<file path="src/rtl/elev_link_pkg.sv">
package elev_link_pkg;
  function automatic int unsigned phase_width(int unsigned ratio);
    return (ratio < 2) ? 1 : $clog2(ratio);
  endfunction
endpackage

</file>
<file path="src/rtl/elev_phase_ctr.sv">
module elev_phase_ctr #(
  parameter int unsigned RATIO = 4,
  parameter int unsigned PW    = 2
) (
  input  logic          clk_i,
  input  logic          rst_ni,
  input  logic          scan_stb_i,
  output logic [PW-1:0] phase_o
);
  localparam logic [PW-1:0] LAST = PW'(RATIO - 1);

  logic [PW-1:0] phase_q;

  always_ff @(posedge clk_i or negedge rst_ni) begin
    if (!rst_ni)                        phase_q <= '0;
    else if (scan_stb_i || phase_q == LAST) phase_q <= '0;
    else                                phase_q <= phase_q + 1'b1;
  end

  assign phase_o = phase_q;
endmodule

</file>
<file path="src/rtl/elev_ser.sv">
module elev_ser #(
  parameter int unsigned TAP_W  = 8,
  parameter int unsigned WIRE_W = 2,
  parameter int unsigned RATIO  = 4,
  parameter int unsigned PW     = 2
) (
  input  logic              clk_i,
  input  logic              rst_ni,
  input  logic              scan_stb_i,
  input  logic [TAP_W-1:0]  tap_i,
  input  logic [PW-1:0]     phase_i,
  output logic [WIRE_W-1:0] wire_o
);
  logic [TAP_W-1:0] hold_q;

  always_ff @(posedge clk_i or negedge rst_ni) begin
    if (!rst_ni)         hold_q <= '0;
    else if (scan_stb_i) hold_q <= tap_i;
  end

  // slice select: phase k drives bits k*W .. k*W+W-1
  always_comb begin
    wire_o = '0;
    for (int g = 0; g < RATIO; g++)
      if (phase_i == PW'(g)) wire_o = hold_q[g*WIRE_W +: WIRE_W];
  end

  assert_hold_ignores_input_R2: assert property (@(posedge clk_i) disable iff (!rst_ni)
    !scan_stb_i |=> $stable(hold_q));

  assert_first_slice_R3: assert property (@(posedge clk_i) disable iff (!rst_ni)
    scan_stb_i |=> wire_o == $past(tap_i[WIRE_W-1:0]));
endmodule

</file>
<file path="src/rtl/elev_deser.sv">
module elev_deser #(
  parameter int unsigned TAP_W  = 8,
  parameter int unsigned WIRE_W = 2,
  parameter int unsigned RATIO  = 4,
  parameter int unsigned PW     = 2
) (
  input  logic              clk_i,
  input  logic              rst_ni,
  input  logic              scan_stb_i,
  input  logic [PW-1:0]     phase_i,
  input  logic [WIRE_W-1:0] wire_i,
  output logic [TAP_W-1:0]  tap_o
);
  localparam logic [PW-1:0] LAST = PW'(RATIO - 1);

  logic [TAP_W-1:0] sh_q, sh_d, tap_q;
  logic             armed_q;
  logic             load;

  // newest slice enters at the top; after RATIO shifts slice 0 sits at the bottom
  if (TAP_W == WIRE_W) begin : g_single
    assign sh_d = wire_i;
  end else begin : g_shift
    assign sh_d = {wire_i, sh_q[TAP_W-1:WIRE_W]};
  end

  assign load = armed_q && (phase_i == LAST);

  always_ff @(posedge clk_i or negedge rst_ni) begin
    if (!rst_ni) begin
      sh_q    <= '0;
      tap_q   <= '0;
      armed_q <= 1'b0;
    end else begin
      sh_q <= sh_d;
      if (scan_stb_i) armed_q <= 1'b1;
      if (load)       tap_q   <= sh_d;
    end
  end

  assign tap_o = tap_q;

  assert_out_only_on_last_R6: assert property (@(posedge clk_i) disable iff (!rst_ni)
    !$stable(tap_q) |-> $past(phase_i == LAST));

  assert_quiet_until_armed_R7: assert property (@(posedge clk_i) disable iff (!rst_ni)
    !armed_q |-> tap_q == '0);

  assert_strobe_period_R8: assert property (@(posedge clk_i) disable iff (!rst_ni)
    (armed_q && scan_stb_i) |-> phase_i == LAST);
endmodule

</file>
<file path="src/rtl/elev_serdes_link.sv">
module elev_serdes_link #(
  parameter int unsigned TAP_W = 8,
  parameter int unsigned RATIO = 4
) (
  input  logic                     clk_i,
  input  logic                     rst_ni,
  input  logic                     scan_stb_i,
  input  logic [TAP_W-1:0]         tap_i,
  output logic [TAP_W/RATIO-1:0]   elev_o,
  output logic [TAP_W-1:0]         tap_o
);
  localparam int unsigned WIRE_W = TAP_W / RATIO;
  localparam int unsigned PW     = elev_link_pkg::phase_width(RATIO);

  // wire count must be an exact division
  if (RATIO == 0 || (TAP_W % RATIO) != 0) begin : g_bad_cfg
    $error("elev_serdes_link: TAP_W must be a multiple of RATIO");
  end

  logic [PW-1:0] tx_phase, rx_phase;

  elev_phase_ctr #(.RATIO(RATIO), .PW(PW)) u_tx_ctr (
    .clk_i(clk_i), .rst_ni(rst_ni), .scan_stb_i(scan_stb_i), .phase_o(tx_phase));

  elev_phase_ctr #(.RATIO(RATIO), .PW(PW)) u_rx_ctr (
    .clk_i(clk_i), .rst_ni(rst_ni), .scan_stb_i(scan_stb_i), .phase_o(rx_phase));

  elev_ser #(.TAP_W(TAP_W), .WIRE_W(WIRE_W), .RATIO(RATIO), .PW(PW)) u_ser (
    .clk_i(clk_i), .rst_ni(rst_ni), .scan_stb_i(scan_stb_i),
    .tap_i(tap_i), .phase_i(tx_phase), .wire_o(elev_o));

  elev_deser #(.TAP_W(TAP_W), .WIRE_W(WIRE_W), .RATIO(RATIO), .PW(PW)) u_deser (
    .clk_i(clk_i), .rst_ni(rst_ni), .scan_stb_i(scan_stb_i),
    .phase_i(rx_phase), .wire_i(elev_o), .tap_o(tap_o));
endmodule

</file>
<file path="config.mk">
export PLATFORM = sky130hd
export DESIGN_NAME = elev_serdes_link
export DESIGN_NICKNAME = d
export VERILOG_FILES = /design/src/rtl/elev_link_pkg.sv /design/src/rtl/elev_phase_ctr.sv /design/src/rtl/elev_ser.sv /design/src/rtl/elev_deser.sv /design/src/rtl/elev_serdes_link.sv
export SDC_FILE = /design/constraint.sdc
export NUM_CORES = 1
export LEC_CHECK = 0
export BUFFER_PORTS_ARGS = -buffer_cell sky130_fd_sc_hd__buf_2
export CORE_UTILIZATION = 51
export DETAILED_ROUTE_END_ITERATION = 6
export GPL_ROUTABILITY_DRIVEN = 1
export PLACE_DENSITY = 0.71
export SLEW_MARGIN = 15
export SYNTH_ARGS = -nofsm -noshare
export SYNTH_HDL_FRONTEND = slang
export SYNTH_HIERARCHICAL = 1
export SYNTH_SLANG_ARGS = --single-unit
</file>
<file path="constraint.sdc">
create_clock -name clk_i -period 1.85 [get_ports clk_i]
set_clock_uncertainty 0.1 [all_clocks]
set_input_delay 0 -clock clk_i [delete_from_list [all_inputs] [get_ports clk_i]]
set_output_delay 0 -clock clk_i [all_outputs]
set_load 0.05 [all_outputs]
</file>
==> impl.org <==
** Power and ir drop
- Cell internal pwr :: 1.014 mW
- Sum of internal, switching and leakage power :: between 1.5 and 2 mW
- Power dissipated by switching net loads :: 678.9 uW
- P_leak :: 0.5808 nW
- Dividing total power by cell area gives a power density of about 1300 mW/mm^2.
- Fraction of power consumed by the clock network :: 0.142
- Combinational group share of total power :: 0.382
- Net switching fraction of the power :: 0.4011
- Worst IR Drop VDD :: 0.0006865 V
- Flop pwr share :: 0.476

** Layout
- Final core area utilization :: 0.7067
- Of the cells placed in the final design, the portion with a size suffix greater than 1 is 0.5172.
- Nets@finish :: around 100
- Relative to the synthesized area, the layout overhead comes to 25.09%.
- ANT cells :: 0
- After the flow finishes, the layout carries non-filler instances totaling 112.

** Routing
- Post-route DRC violation count :: 0
- Using the TritonRoute via totals, the vias-per-cell ratio works out to between 5 and 6.
- Number of nets with antenna violations after detailed routing :: 0
- Vias :: 563
- After detailed routing, the met3 layer carries 45 um of wire.
- The detailed router finished its first iteration with 5 violations.
- After detailed routing, the wire length on met1 is between 600 and 700 um.
- Met2 wirelength from detailed routing :: between 800 and 900 um
- Router iterations before antenna repair :: 2
- In the final routed layout, each cell accounts on average for between 10 and 15 um.
- Max layer used :: met4
- The final layout contains routed wiring with a total length of 1575 um.

** Setup path
- Launching element of the worst setup path :: u_tx_ctr/phase_o[0]$_DFF_PN0_
- STA classifies the critical path startpoint as a register.
- Critical path peak fanout :: 4
- The critical path is of the reg -> out type.
- CP endpoint kind :: output pin
- The worst register-to-register path begins at u_tx_ctr/phase_o[0]$_DFF_PN0_.
- At the worst endpoint, the required time is 1.75 ns.
- Data arrives at the worst endpoint at 1.64 ns.

** Clock tree
- CTS placed an instance of sky130_fd_sc_hd__clkbuf_4 at the clock tree root.
- # hold bufs at CTS :: 10
- Buffers inserted during post-CTS setup optimization :: 0
- Number of resized instances in the post-cts repair step :: 0
- Clock H-tree levels :: 1
- Clock net sink count :: 27
- Clock slew at reported path FFs :: between 0.1 and 0.15 ns
- CTS tree :: built
- Clock latency at the later pin of the worst-skew pair :: just over 0.3 ns
- CTS max path bufs :: 2
- TritonCTS created 3 clock buffers.

** STA
- Static timing analysis puts the maximum clock frequency at roughly 0.57 GHz.
- Count of endpoints failing setup in the final report :: 0
- Count of final max-slew check failures :: 0
- For the pin with the worst max-slew slack, the measured transition is 0.5673 ns.
- Measured against its own limit, the worst slew margin works out to 0.6218.
- Setup repair after global routing left no endpoint under its margin.
- The count of final hold-check violations is 0.
- Share of the cycle needed by the critical path after routing :: 0.9415
- Setup TNS :: 0 ns
- Tmin final :: roughly 1.7 ns

** Synthesis
- Area share of the largest cell type after synthesis :: 0.6708
- Number of distinct standard cells referenced by the synthesized netlist :: 9
- Counting every net in the synthesized netlist gives between 60 and 70.
- Post-synth top area cell :: sky130_fd_sc_hd__dfrtp_1
- FF+latch count, synth :: 27
- Cell count after synthesis :: 54
- After synthesis the cells add up to 0.001007 sq mm.
- In the post-synthesis netlist, the biggest area contributors are sky130_fd_sc_hd__dfrtp_1 67%, sky130_fd_sc_hd__mux2_2 18%, sky130_fd_sc_hd__mux4_1 5.2%, sky130_fd_sc_hd__ha_1 2.5%, sky130_fd_sc_hd__nor3b_2 2.5%.
- Sequential area share after synthesis :: 0.6708
- Count of yosys warnings during synthesis :: 6
- A synthesized cell averages approximately 19 sq um.

** Placed design
- Placed instance count :: slightly below 100
- Input/output buffers :: 20
- Final weighted congestion in routability-driven placement :: between 0.6 and 0.7

** GRT
- The first global-routing pass estimated roughly 2600 um of wire.
- Across every metal layer, demand over resource in global routing totals 0.1839.
- After global routing the overflow that remains totals 0.
- Maximum number of pins on one net before global-route repair :: 28
- The number of global-route vias before repair came to between 600 and 700.
- Initial antenna violation count :: 0

** Floorplanning
- During I/O placement, the number of pins put on the boundary was 21.
- Number of placement rows :: 15
- From left edge to right edge, the die measures 46.44 um.
- After floorplanning, the core was sized to cover between 0.0015 and 0.002 sq mm.
- The initial utilization of the core area, before any placement, comes to 0.5649.
- The floorplan step defined a die boundary enclosing 0.002157 sq mm.
- Chip height :: between 40 and 50 um

** Min path
- Class of the worst hold path :: in -> async

** Outcome
- Outcome :: complete, no violations

** Job
- Max-cap violations in this run came to 0.
registers in the layout (all words and copies together) (netlist names):
name	flops
u_deser/tap_o	8
u_ser/hold_q	8
u_deser/sh_q	6
u_rx_ctr/phase_o	2
u_tx_ctr/phase_o	2
u_deser/armed_q	1
layout by cell type, fill, tap and decap left out:
cell and instances:
sky130_fd_sc_hd__buf_2 20, sky130_fd_sc_hd__clkbuf_1 1, sky130_fd_sc_hd__clkbuf_4 3, sky130_fd_sc_hd__dfrtp_1 27, sky130_fd_sc_hd__dlygate4sd3_1 10, sky130_fd_sc_hd__ha_1 2
sky130_fd_sc_hd__mux2_2 16, sky130_fd_sc_hd__mux4_1 2, sky130_fd_sc_hd__nand3_4 1, sky130_fd_sc_hd__nor3_2 2, sky130_fd_sc_hd__nor3b_2 2, sky130_fd_sc_hd__or2_2 1
layout make-up:
type | instances | area, sq um
clock buffers | 4 | 26.28
fillers | 134 | 523.0
multi-input cells | 26 | 326.6
flip-flops and latches | 27 | 675.6
well taps | 25 | 31.28
repair buffers | 30 | 200.2
path summary, 6_finish.rpt:
path | endpoint | slack [ns] | depth (start not counted)
min in group clk_i | u_deser/sh_q[5]$_DFF_PN0_ | 0.29 | 0
min reg2reg | u_deser/sh_q[5]$_DFF_PN0_ | 0.29 | 0
max in group asynchronous | u_tx_ctr/phase_o[1]$_DFF_PN0_ | 1.17 | 2
max | elev_o[1] | 0.11 | 2
max reg2reg | u_deser/tap_o[7]$_DFFE_PN0P_ | 0.28 | 2
min | u_rx_ctr/phase_o[0]$_DFF_PN0_ | 0.11 | 2
stage by stage:
| step | hold WS [ns] | cell area (sq um) | setup WS, ns |
|---|---|---|---|
| 2_1_floorplan | -0.3956 | 1007 | 0.03841 |
| 3_3_place_gp | -0.07490 | 1134 | 0.3607 |
| 3_5_place_dp | -0.07456 | 1134 | 0.3112 |
| 4_1_cts | 0.09587 | 1260 | 0.09129 |
| 5_1_grt | 0.1456 | 1260 | 0.01451 |
| 6_report | 0.1057 | 1260 | 0.1082 |
power groups by stage:
stage | combinational (mW) | clock, mW | sequential, mW
after floorplan | 0.178 | 0 | 1.12
after global placement | 0.625 | 0 | 0.812
after detailed placement | 0.635 | 0 | 0.821
after CTS | 0.653 | 0.258 | 0.809
after global routing | 0.688 | 0.280 | 0.828
final | 0.647 | 0.241 | 0.805
metal layers:
layer | vias up | track usage
met5 | - | 0
met4 | 0 | 0.1235
met3 | 4 | 0.03529
met2 | 15 | 0.3278
met1 | 284 | 0.1912
li1 | 260 | -
Yosys cell counts (all sizes together):
| cell | n |
|---|---|
| ha | 2 |
| mux4 | 2 |
| nor3 | 2 |
| dfrtp | 27 |
| buf | 1 |
| or2 | 1 |
| nor3b | 2 |
| mux2 | 16 |
| nand3 | 1 |
cells by family after synthesis:
kind of cell  Yosys count  share of synthesized area
flops                  27                     0.6708
simple gates            6                    0.06833
fa+ha+maj               2                    0.02484
buf+inv                 1                   0.004964
mux                    18                     0.2311
critical path, cell delays in order, from the launching register on:
cell	delay, ns
sky130_fd_sc_hd__dfrtp_1	0.45
sky130_fd_sc_hd__mux4_1	0.63
sky130_fd_sc_hd__buf_2	0.24
No activity file was read; power rests on OpenSTA's default activity.
